### config.mk
export PLATFORM = sky130hd
export DESIGN_NAME = fwd_gate_pwm
export DESIGN_NICKNAME = d
export VERILOG_FILES = /design/src/rtl/fwd_pwm_pkg.sv /design/src/rtl/pwm_phase_ctr.sv /design/src/rtl/pwm_duty_cmp.sv /design/src/rtl/vs_integ.sv /design/src/rtl/fwd_gate_pwm.sv
export SDC_FILE = /design/constraint.sdc
export NUM_CORES = 1
export LEC_CHECK = 0
export ABC_CLOCK_PERIOD_IN_PS = 11550
export BUFFER_PORTS_ARGS = -buffer_cell sky130_fd_sc_hd__buf_4
export CAP_MARGIN = 20
export CORE_ASPECT_RATIO = 1.5
export CORE_MARGIN = 2
export CORE_UTILIZATION = 45
export CTS_CLUSTER_SIZE = 20
export DETAILED_ROUTE_END_ITERATION = 16
export GPL_ROUTABILITY_DRIVEN = 0
export PLACE_DENSITY = 0.71
export SYNTH_ARGS = -nofsm -noshare
export SYNTH_HDL_FRONTEND = slang
export SYNTH_HIERARCHICAL = 1
export SYNTH_SLANG_ARGS = --single-unit
export TNS_END_PERCENT = 5
### constraint.sdc
create_clock -name clk -period 11.55 [get_ports clk]
set_input_delay 0.5775 -clock clk [delete_from_list [all_inputs] [get_ports clk]]
set_output_delay 0.5775 -clock clk [all_outputs]
set_load 0.005 [all_outputs]
### src/rtl/fwd_pwm_pkg.sv
package fwd_pwm_pkg;
  // feedforward ramp scale: top = (line * FF_NUM) >> FF_SH  (~0.66)
  localparam int unsigned FF_NUM = 169;
  localparam int unsigned FF_SH  = 8;

  function automatic int unsigned max_on_cycles(input int unsigned period);
    return (period * 3) / 4;
  endfunction
endpackage

### src/rtl/pwm_phase_ctr.sv
module pwm_phase_ctr #(
  parameter int unsigned PERIOD = 16,
  parameter int unsigned CW     = $clog2(PERIOD)
) (
  input  logic          clk,
  input  logic          rst_n,
  input  logic          en,
  output logic [CW-1:0] phase_q,
  output logic [CW-1:0] phase_nx,
  output logic          start_nx
);
  localparam logic [CW-1:0] LAST = CW'(PERIOD - 1);

  // held at LAST while disabled so the first enabled edge opens a period
  always_comb begin
    if (!en)                 phase_nx = LAST;
    else if (phase_q == LAST) phase_nx = '0;
    else                     phase_nx = phase_q + 1'b1;
  end

  assign start_nx = en && (phase_nx == '0);

  always_ff @(posedge clk) begin
    if (!rst_n) phase_q <= LAST;
    else        phase_q <= phase_nx;
  end

  p_phase_wrap_r8: assert property (@(posedge clk) disable iff (!rst_n)
    (en && phase_q == LAST) |=> (phase_q == '0));
endmodule

### src/rtl/pwm_duty_cmp.sv
module pwm_duty_cmp
  import fwd_pwm_pkg::*;
#(
  parameter int unsigned PERIOD   = 16,
  parameter int unsigned DUTY_W   = 8,
  parameter int unsigned LINE_W   = 8,
  parameter int unsigned RAMP_TOP = 200,
  parameter int unsigned CW       = $clog2(PERIOD)
) (
  input  logic [DUTY_W-1:0] ss_lvl,
  input  logic [DUTY_W-1:0] fb_lvl,
  input  logic              ff_en,
  input  logic [LINE_W-1:0] line_word,
  input  logic [CW-1:0]     phase_nx,
  output logic              in_window
);
  localparam int unsigned   MAXON   = max_on_cycles(PERIOD);
  localparam int unsigned   PW      = DUTY_W + LINE_W + CW + 1;
  localparam logic [CW-1:0] MAXON_C = CW'(MAXON);

  logic [DUTY_W-1:0] cmd;
  logic [PW-1:0]     top, scaled, lhs, rhs;

  always_comb begin
    cmd    = (ss_lvl < fb_lvl) ? ss_lvl : fb_lvl;
    scaled = (PW'(line_word) * PW'(FF_NUM)) >> FF_SH;
    top    = ff_en ? scaled : PW'(RAMP_TOP);
    lhs    = PW'(cmd) * PW'(MAXON);
    rhs    = PW'(phase_nx) * top;
    in_window = (phase_nx < MAXON_C) && (lhs > rhs);
  end
endmodule

### src/rtl/vs_integ.sv
module vs_integ #(
  parameter int unsigned LINE_W = 8,
  parameter int unsigned AW     = 13
) (
  input  logic              clk,
  input  logic              rst_n,
  input  logic              gate_q,
  input  logic [LINE_W-1:0] line_word,
  input  logic [AW-1:0]     vs_lim,
  output logic              trip
);
  logic [AW-1:0] acc, acc_sum;

  assign acc_sum = acc + AW'(line_word);
  assign trip    = acc_sum > vs_lim;

  always_ff @(posedge clk) begin
    if (!rst_n)      acc <= '0;
    else if (gate_q) acc <= acc_sum;
    else             acc <= '0;
  end

  // a pulse still running under steady inputs has never passed the limit
  p_acc_within_r4: assert property (@(posedge clk) disable iff (!rst_n)
    (gate_q && $past(gate_q) && $stable(vs_lim) && $stable(line_word))
      |-> (acc <= vs_lim));
endmodule

### src/rtl/fwd_gate_pwm.sv
module fwd_gate_pwm
  import fwd_pwm_pkg::*;
#(
  parameter  int unsigned PERIOD   = 16,
  parameter  int unsigned DUTY_W   = 8,
  parameter  int unsigned LINE_W   = 8,
  parameter  int unsigned RAMP_TOP = 200,
  localparam int unsigned CW       = $clog2(PERIOD),
  localparam int unsigned VS_W     = LINE_W + CW + 1
) (
  input  logic              clk,
  input  logic              rst_n,
  input  logic              en,
  input  logic              kill,
  input  logic [DUTY_W-1:0] ss_lvl,
  input  logic [DUTY_W-1:0] fb_lvl,
  input  logic              ff_en,
  input  logic [LINE_W-1:0] line_word,
  input  logic [VS_W-1:0]   vs_lim,
  output logic              gate
);
  localparam int unsigned MAXON = max_on_cycles(PERIOD);

  logic [CW-1:0] phase_q, phase_nx;
  logic          start_nx, in_window, trip, gate_q, gate_nx;
  logic [CW:0]   on_run;

  pwm_phase_ctr #(.PERIOD(PERIOD), .CW(CW)) u_phase (
    .clk(clk), .rst_n(rst_n), .en(en),
    .phase_q(phase_q), .phase_nx(phase_nx), .start_nx(start_nx));

  pwm_duty_cmp #(.PERIOD(PERIOD), .DUTY_W(DUTY_W), .LINE_W(LINE_W),
                 .RAMP_TOP(RAMP_TOP), .CW(CW)) u_cmp (
    .ss_lvl(ss_lvl), .fb_lvl(fb_lvl), .ff_en(ff_en), .line_word(line_word),
    .phase_nx(phase_nx), .in_window(in_window));

  vs_integ #(.LINE_W(LINE_W), .AW(VS_W)) u_vs (
    .clk(clk), .rst_n(rst_n), .gate_q(gate_q), .line_word(line_word),
    .vs_lim(vs_lim), .trip(trip));

  // rise only at period start; once low, stay low until the next start
  always_comb begin
    if (!en || kill)   gate_nx = 1'b0;
    else if (start_nx) gate_nx = in_window;
    else               gate_nx = gate_q && in_window && !trip;
  end

  always_ff @(posedge clk) begin
    if (!rst_n) gate_q <= 1'b0;
    else        gate_q <= gate_nx;
  end

  assign gate = gate_q;

  // run length of the current high stretch, for the ceiling check
  always_ff @(posedge clk) begin
    if (!rst_n)      on_run <= '0;
    else if (gate_q) on_run <= on_run + 1'b1;
    else             on_run <= '0;
  end

  p_max_on_r1: assert property (@(posedge clk) disable iff (!rst_n)
    gate_q |-> (on_run < (CW+1)'(MAXON)));

  p_kill_off_r7: assert property (@(posedge clk) disable iff (!rst_n)
    kill |=> !gate_q);

  p_rise_at_start_r8: assert property (@(posedge clk) disable iff (!rst_n)
    $rose(gate_q) |-> (phase_q == '0));

  p_en_off_r9: assert property (@(posedge clk) disable iff (!rst_n)
    !en |=> !gate_q);
endmodule

==> impl_metrics.py, run 1 <==
metrics = {
    "yosys": {
        "synth-async-reset-ratio": 0,
        "synth_cell_types": 60,
        "synth_edf_count": 0,
        "synthSimpleGateAreaFrac": 0.1722,
        "synth_area_leaders": "ha_1, fa_1, dfxtp_1",
        "synth_area_um2": 4019,
        "ys_seq_elements": 18,
        "synth-xor-area-share": 0.06102,
        "yosysSeqAreaShare": 0.08966,
        "synth_fa_ha_area_frac": 0.4110,
        "synth_top_family_by_area": "adder cells",
        "synth_nets": 630,
        "synth_flop_cell": "dfxtp_1",
        "syn_inst": 468,
        "yosysWarnings": 6,
        "avgSynthCellArea_um2": 8.587,
        "synthMuxAreaShare": 0.02460,
        "synth-compound-area-share": 0.1781,
        "synth.top_cell.area_share": 0.3113,
        "synth_largest_area_cell": "ha_1",
    },
    "setup_path": {
        "regToRegSetupSlack_ps": 6360,
        "r2r_cells": 22,
        "start_kind": "input port",
        "critical_path_arrival_ps": 7240,
        "critPathMaxStageDelay_ps": 520,
        "cp.required_ps": 11740,
        "crit_path_frequent_cell": "ha_1",
        "reg2reg_from": "u_phase/phase_q[0]",
        "critical_path_class": "input port to flop",
        "worst_path_max_delay_cell": "fa_1",
        "endpoint_kind": "flop",
        "crit-reg2reg-capture": "gate",
        "cp_max_fo": 5,
    },
    "timing": {
        "slew-limit-headroom": 0.6429,
        "skew_ps": 1.591,
        "timing.final.crit_share": 0.6106,
        "maxSlewViolCount": 0,
        "setup_viol": 0,
        "hold_viol": 0,
        "fin_crit_ps": 7053,
        "fmax_ghz": 0.1418,
        "setup_tns_ps": 0,
        "layout_setup_ws_ps": 4497,
        "tightest_slew_ps": 531.5,
        "rsz0062_at_grt": "no",
    },
    "route": {
        "wl_mm": 9.293,
        "wl_per_cell_um": 14.92,
        "dr.first_iter.drc_count": 104,
        "vias_per_cell": 5.677,
        "drc": 0,
        "vias": 3537,
        "firstDrtPassIters": 4,
        "antenna_left": 0,
    },
    "floorplanning": {
        "start_util": 0.4579,
        "die_h_um": 119.7,
        "core_um2": 8776,
        "die_w_um": 81.16,
        "rows": 42,
        "ios": 43,
        "die_area_um2": 9718,
    },
    "placed_design": {
        "port_buffers": 42,
        "place_ws_ps": 4337,
        "post-dp-hpwl_mm": 8.154,
    },
    "clock_network": {
        "cts_tree": "yes",
        "cts-resized-gates": 0,
        "post_cts_buffers": 0,
        "clkSlewWorstSetupHoldPaths_ps": 50,
        "cts_buffers": 3,
        "clock_latency_ps": 260,
        "clock_path_buffers": 2,
        "cts_sinks": 18,
        "root_buffer": "clkbuf_16",
        "ctsHoldBuffers": 0,
        "htreeDepth": 1,
    },
    "grt": {
        "antenna_found_initial": 0,
        "grt_pass1_vias": 3777,
        "grt.overflow.total": 0,
        "grt_use_total": 0.2022,
        "grt_max_degree": 14,
        "grt_pass1_wl_mm": 15.77,
    },
    "final_layout": {
        "fillCellCount": 840,
        "layout-drive-gt1-share": 0.1404,
        "final_common_cell": "ha_1",
        "final_cell_mix": "ha_1, inv_1, buf_4",
        "syn_to_final_growth_pct": 13.39,
        "utilization": 0.5192,
        "fin_nets": 676,
        "multiInputGateArea_um2": 3403,
        "regArea_um2": 360.3,
        "n_antenna_cell": 0,
    },
    "hold_path": {
        "hold_start": "gate",
        "whs_path_depth": 2,
        "hold_class": "flop to flop",
        "hold_end": "gate",
    },
    "flow_run": {
        "drv_cap": 0,
    },
    "power_and_ir_drop": {
        "p_leak_nw": 2.405,
        "ir_worst_vdd_mv": 0.1098,
        "powerDensity_nw_per_um2": 178.4,
        "total_power_mw": 0.8130,
    },
    "outcome": {
        "outcome": "completed",
    },
}
## how the worst max path moves through the flow
stage | slack [ps] | cells past startpoint | startpoint | end
6_report | 4500 | 29 | line_word[3] | gate
5_1_grt | 4070 | 29 | line_word[5] | gate
4_1_cts | 4550 | 29 | line_word[3] | gate
3_5_place_dp | 4340 | 29 | line_word[5] | gate
3_3_place_gp | 4440 | 29 | line_word[3] | gate
2_1_floorplan | 5070 | 27 | line_word[3] | gate
## sequential cells by signal (all words and copies together), names as in the netlist
name and cells:
u_phase/phase_q 4, u_vs/acc 13, gate 1
## power breakdown
group          internal [mW]  switching [mW]
logic                  0.302           0.368
clock network         0.0528          0.0257
registers             0.0635         0.00150
## metal layers
layer	GRT usage	share of wire	up-vias
met5	0	0	-
met4	0.1006	0.045	0
met3	0.01880	0.030	35
met2	0.4039	0.57	79
met1	0.1944	0.36	1670
li1	-	-	1753
## logic make-up (layout without fill, tap and decap cells)
logic type,count (synthesis),count (layout)
AOI/OAI and AO/OA,96,96
xor gates and xnor gates,28,28
and+or+nand+nor,129,129
adders and majority gates,120,120
muxes,9,9
buffers and inverters,68,113
DFF,18,18
## area by class of cell
type / instances / area share
well taps: 110 / 0.03020
flip-flops and latches: 18 / 0.07908
repair buffers: 42 / 0.06919
inverters: 67 / 0.05519
clock buffers: 4 / 0.01949
multi-input cells: 382 / 0.7468
## Yosys cell counts (2+ instances only)
cell	n
inv_1	67
a221oi_2	2
xor2_1	12
or3_1	4
a31o_2	2
o21ai_0	8
nor4_1	5
fa_1	20
o2111ai_1	2
nand2_1	26
o21ai_1	4
and2_1	13
o211ai_1	5
o21bai_1	3
nor2_1	20
nor3_1	13
and3_1	5
o22ai_1	3
mux2i_1	2
dfxtp_1	18
o21a_1	7
xnor2_1	16
a21oi_2	2
a211oi_1	2
nand3_1	14
nand4_1	5
ha_1	100
or2_2	3
nor2b_1	5
a21o_1	13
nand2b_1	7
a21oi_1	26
mux2_2	7
## critical path: cells and delay by family
family / cells / cell delay (ps)
and+or+nand+nor: 6 / 1320
xor gates and xnor gates: 1 / 100
adders and majority gates: 9 / 3300
AOI/OAI and AO/OA: 8 / 1600
buffers and inverters: 5 / 340
## through the flow
stage                     std cells  hold WS, ps  cell area [um2]
final                           623        537.7             4557
after CTS                       623        543.5             4557
after detailed placement        619        525.6             4468
after global placement          619        529.9             4468
after global routing            623        553.8             4557
after floorplan                 468        483.0             4019
Power figures use the tool's default switching activity.
==> run 2, diff against run 1 <==
--- a/config.mk
+++ b/config.mk
@@ -5,7 +5,7 @@
 export SDC_FILE = /design/constraint.sdc
 export NUM_CORES = 1
 export LEC_CHECK = 0
-export ABC_CLOCK_PERIOD_IN_PS = 11550
+export ABC_CLOCK_PERIOD_IN_PS = 6900
 export BUFFER_PORTS_ARGS = -buffer_cell sky130_fd_sc_hd__buf_4
 export CAP_MARGIN = 20
 export CORE_ASPECT_RATIO = 1.5
==> constraint.sdc (replaced) <==
create_clock -name clk -period 6.9 [get_ports clk]
set_input_delay 0.345 -clock clk [delete_from_list [all_inputs] [get_ports clk]]
set_output_delay 0.345 -clock clk [all_outputs]
set_load 0.005 [all_outputs]
==> impl_metrics.py, run 2 (synthesis results as in run 1) <==
metrics = {
    "floorplanning": {
        "die_h_um": 119.7,
        "ios": 43,
        "start_util": 0.4579,
        "die_w_um": 81.16,
        "core_um2": 8776,
        "rows": 42,
        "die_area_um2": 9718,
    },
    "setup_path": {
        "crit_path_frequent_cell": "ha_1",
        "endpoint_kind": "flop",
        "critPathMaxStageDelay_ps": 550,
        "critical_path_class": "input port to flop",
        "cp.required_ps": 7090,
        "cp_max_fo": 4,
        "path_buf_inv": 4,
        "critical_path_arrival_ps": 6760,
        "start_kind": "input port",
        "worst_path_max_delay_cell": "fa_1",
        "cpLargestDelayFamily": "adder cells",
    },
    "clock_network": {
        "root_buffer": "clkbuf_16",
        "cts_buffers": 3,
        "clock_path_buffers": 2,
        "clock_latency_ps": 250,
        "cts_tree": "yes",
        "htreeDepth": 1,
        "clkSlewWorstSetupHoldPaths_ps": 50,
        "cts_sinks": 18,
    },
    "timing": {
        "setup_viol": 0,
        "slew-limit-headroom": 0.6546,
        "timing.final.crit_share": 0.9521,
        "hold_viol": 0,
        "maxSlewViolCount": 0,
        "tightest_slew_ps": 514.2,
        "skew_ps": 1.027,
        "fin_crit_ps": 6569,
        "fmax_ghz": 0.1522,
        "layout_setup_ws_ps": 330.8,
    },
    "final_layout": {
        "final_cell_mix": "ha_1, inv_1, buf_4",
        "regArea_um2": 360.3,
        "stdcell_count": 625,
        "utilization": 0.5289,
        "regMostFlops": "u_vs/acc",
        "multiInputGateArea_um2": 3473,
        "syn_to_final_growth_pct": 15.50,
        "layout-drive-gt1-share": 0.1612,
        "n_antenna_cell": 0,
        "largest_reg_flops": 13,
        "fillCellCount": 827,
        "final_common_cell": "ha_1",
        "fin_nets": 678,
    },
    "flow_run": {
        "drv_cap": 0,
    },
    "power_and_ir_drop": {
        "ir_worst_vdd_mv": 0.1875,
        "total_power_mw": 1.409,
        "powerDensity_nw_per_um2": 303.6,
        "p_leak_nw": 2.421,
    },
    "placed_design": {
        "post-dp-hpwl_mm": 8.154,
        "port_buffers": 42,
        "place_ws_ps": -80.53,
        "dp_cells": 619,
    },
    "grt": {
        "grt_pass1_vias": 3777,
        "grt_use_total": 0.2022,
        "grt_pass1_wl_mm": 15.77,
        "grt.overflow.total": 0,
        "grt_max_degree": 14,
        "antenna_found_initial": 0,
    },
    "route": {
        "drc": 0,
        "antenna_left": 0,
        "dr.first_iter.drc_count": 108,
        "wl_per_cell_um": 14.96,
        "firstDrtPassIters": 4,
        "vias_per_cell": 5.675,
        "vias": 3547,
        "wl_mm": 9.347,
    },
    "outcome": {
        "outcome": "completed",
    },
    "hold_path": {
        "hold_class": "input port to flop",
    },
}
[run 2: area by class of cell]
class	instances	area share
Tap cell	110	0.02965
Inverter	67	0.05418
Multi-Input combinational cell	382	0.7482
Clock buffer	4	0.01914
Timing Repair Buffer	44	0.07116
Sequential cell	18	0.07763
[run 2: worst reg2reg max path, cell delays in order (launching register included)]
cell and delay [ps]:
dfxtp_1 390, ha_1 270, a21oi_1 60, a211oi_1 360, nand2_1 240, nand2_1 210, nor3_1 110, fa_1 540
inv_1 50, fa_1 530, inv_1 40, ha_1 330, nor3_1 240, nor2_1 100, a31o_2 240, a21oi_1 160
xor2_1 100, ha_1 300, nand4_1 140, o21a_1 220, a221oi_1 210, nand4b_1 120, a21oi_1 120
[run 2: through the flow]
stage / TNS, ps / hold WS (ps) / instance area (um2)
global route: -44.87 / 328.2 / 4642
floorplan: 0 / 416.8 / 4019
finish: 0 / 328.6 / 4642
detailed placement: -80.53 / 525.6 / 4468
global placement: 0 / 529.9 / 4468
CTS: 0 / 323.7 / 4557
[run 2: path summary, 6_finish.rpt]
| check | from | slack (ps) | cells after the start | end |
|---|---|---|---|---|
| worst max-delay path | line_word[1] | 330 | 28 | gate |
| worst min-delay path | en | 330 | 2 | u_phase/phase_q[2] |
| worst max register to register | u_phase/phase_q[0] | 1740 | 22 | gate |
| worst min register to register | gate | 530 | 2 | gate |
[run 2: where the power goes]
part / switching (mW) / internal, mW
clock: 0.0425 / 0.0884
sequential: 0.00250 / 0.106
combinational: 0.634 / 0.536
[run 2: layer usage]
| layer | track usage | wire (um) |
|---|---|---|
| met1 | 0.1944 | 3370 |
| met2 | 0.4039 | 5284 |
| met3 | 0.01880 | 249 |
| met4 | 0.1006 | 442 |
| met5 | 0 | 0 |
[run 2: timing repair]
action	4_1_cts	5_1_grt
hold buffers	0	0
resized for setup	0	12
setup endpoints to repair	0	1
buffers inserted	0	2
==> run 3, diff against run 2 <==
--- a/config.mk
+++ b/config.mk
@@ -14,6 +14,7 @@
 export CTS_CLUSTER_SIZE = 20
 export DETAILED_ROUTE_END_ITERATION = 16
 export GPL_ROUTABILITY_DRIVEN = 0
+export GPL_TIMING_DRIVEN = 0
 export PLACE_DENSITY = 0.71
 export SYNTH_ARGS = -nofsm -noshare
 export SYNTH_HDL_FRONTEND = slang
==> constraint.sdc (replaced) <==
create_clock -name clk -period 6.9 [get_ports clk]
set_input_delay 1.38 -clock clk [delete_from_list [all_inputs] [get_ports clk]]
set_output_delay 1.38 -clock clk [all_outputs]
set_load 0.005 [all_outputs]
==> impl_metrics.py, run 3 (synthesis results as in run 1) <==
metrics = {
    "outcome": {
        "outcome": "finished, violations left",
        "violations": "negative setup slack",
    },
    "floorplanning": {
        "die_h_um": 119.7,
        "ios": 43,
        "die_w_um": 81.16,
        "rows": 42,
        "die_area_um2": 9718,
        "start_util": 0.4579,
        "core_um2": 8776,
    },
    "final_layout": {
        "syn_to_final_growth_pct": 24.94,
        "n_antenna_cell": 0,
        "fin_nets": 681,
        "layout-drive-gt1-share": 0.2452,
        "utilization": 0.5721,
        "fillCellCount": 770,
        "stdcell_count": 628,
        "final_cell_mix": "ha_1, inv_1, buf_4",
        "largest_reg_flops": 13,
        "regMostFlops": "u_vs/acc",
        "regArea_um2": 360.3,
        "final_common_cell": "ha_1",
        "multiInputGateArea_um2": 3834,
    },
    "flow_run": {
        "drv_cap": 0,
    },
    "hold_path": {
        "hold_start": "gate",
        "hold_end": "gate",
        "whs_path_depth": 2,
        "hold_class": "flop to flop",
    },
    "clock_network": {
        "cts_tree": "yes",
        "clock_path_buffers": 2,
        "root_buffer": "clkbuf_16",
        "clock_latency_ps": 250,
        "htreeDepth": 1,
        "cts_buffers": 3,
        "clkSlewWorstSetupHoldPaths_ps": 50,
        "cts_sinks": 18,
    },
    "setup_path": {
        "cp_max_fo": 4,
        "regToRegSetupSlack_ps": 1790,
        "critical_path_arrival_ps": 7310,
        "start_kind": "input port",
        "crit_path_frequent_cell": "ha_4",
        "cp.required_ps": 7040,
        "worst_path_max_delay_cell": "fa_1",
        "critPathMaxStageDelay_ps": 560,
        "crit-reg2reg-capture": "gate",
        "path_buf_inv": 4,
        "r2r_cells": 24,
        "reg2reg_from": "u_phase/phase_q[0]",
        "cpLargestDelayFamily": "adder cells",
        "endpoint_kind": "flop",
        "critical_path_class": "input port to flop",
    },
    "grt": {
        "antenna_found_initial": 0,
        "grt_max_degree": 11,
        "grt_pass1_vias": 3682,
        "grt_pass1_wl_mm": 15.91,
        "grt.overflow.total": 0,
        "grt_use_total": 0.2003,
    },
    "timing": {
        "fmax_ghz": 0.1395,
        "hold_viol": 0,
        "timing.final.crit_share": 1.039,
        "maxSlewViolCount": 0,
        "skew_ps": 1.923,
        "layout_setup_ws_ps": -268.5,
        "setup_viol": 1,
        "slew-limit-headroom": 0.6864,
        "tightest_slew_ps": 470.4,
        "whs_ps": 510.4,
        "rsz0062_at_grt": "yes",
        "setup_tns_ps": -268.5,
        "fin_crit_ps": 7169,
    },
    "power_and_ir_drop": {
        "ir_worst_vdd_mv": 0.2686,
        "powerDensity_nw_per_um2": 314.3,
        "p_leak_nw": 2.439,
    },
    "placed_design": {
        "dp_cells": 620,
        "port_buffers": 42,
        "post-dp-hpwl_mm": 7.868,
        "place_ws_ps": -701.4,
    },
    "route": {
        "dr.first_iter.drc_count": 89,
        "wl_per_cell_um": 14.56,
        "firstDrtPassIters": 4,
        "wl_mm": 9.143,
        "drc": 0,
        "vias_per_cell": 5.573,
        "antenna_left": 0,
        "vias": 3500,
    },
}
==> run 3: cell count changes in the layout (fill, tap and decap cells not counted), moves of 4 or more <==
| cell | before | now |
|---|---|---|
| ha_4 | 2 | 19 |
| ha_1 | 98 | 80 |
| a21oi_1 | 26 | 22 |
| nor3_1 | 11 | 4 |
| nor3_2 | 2 | 7 |
==> run 3: cell type report <==
type | count | share of cell area
multi-input combinational | 382 | 0.7635
sequential | 18 | 0.07177
timing repair buffer | 46 | 0.06878
inverter | 67 | 0.05009
tap | 110 | 0.02741
clock buffer | 4 | 0.01769
buffer | 1 | 0.0007476
==> run 3: power breakdown <==
group	switching [mW]	leakage, nW	internal [mW]
clock network	0.0394	0.0442	0.0882
logic	0.692	2.25	0.650
registers	0.00239	0.146	0.106
==> run 3: worst max-delay path by stage <==
stage,start,to,slack (ps),depth (start not counted)
2_1_floorplan,line_word[3],gate,6,28
3_3_place_gp,line_word[3],gate,-650,29
3_5_place_dp,line_word[3],gate,-700,29
4_1_cts,line_word[0],gate,-320,27
5_1_grt,line_word[3],gate,-600,29
6_report,line_word[0],gate,-270,29
==> run 3: tightest hold or removal path: cells and delay by family (launching register included) <==
kind | cells | cell delay (ps)
flip-flops | 1 | 330
AO/OA/AOI/OAI | 1 | 60
AND/OR/NAND/NOR | 1 | 80
==> run 3: metal layers <==
metal  vias up  GRT usage  routed length [um]
li1       1761          -                   -
met1      1665     0.2245                3577
met2        56     0.3853                5072
met3        18   0.006767                 128
met4         0    0.07521                 365
met5         -          0                   0
==> run 3: timing repair <==
item                                    4_1_cts  5_1_grt
endpoints found under the setup margin        1        1
buffers inserted                              3        1
endpoints found under the hold margin         0        0
hold buffers                                  0        0
pin swaps                                    16        9
resized for setup                            10       10
==> run 3: through the flow <==
stage          power (mW)  instance area (um2)
2_1_floorplan       1.120                 4333
3_3_place_gp        1.323                 4786
3_5_place_dp        1.355                 4786
4_1_cts             1.568                 4959
5_1_grt             1.767                 5021
6_report            1.578                 5021
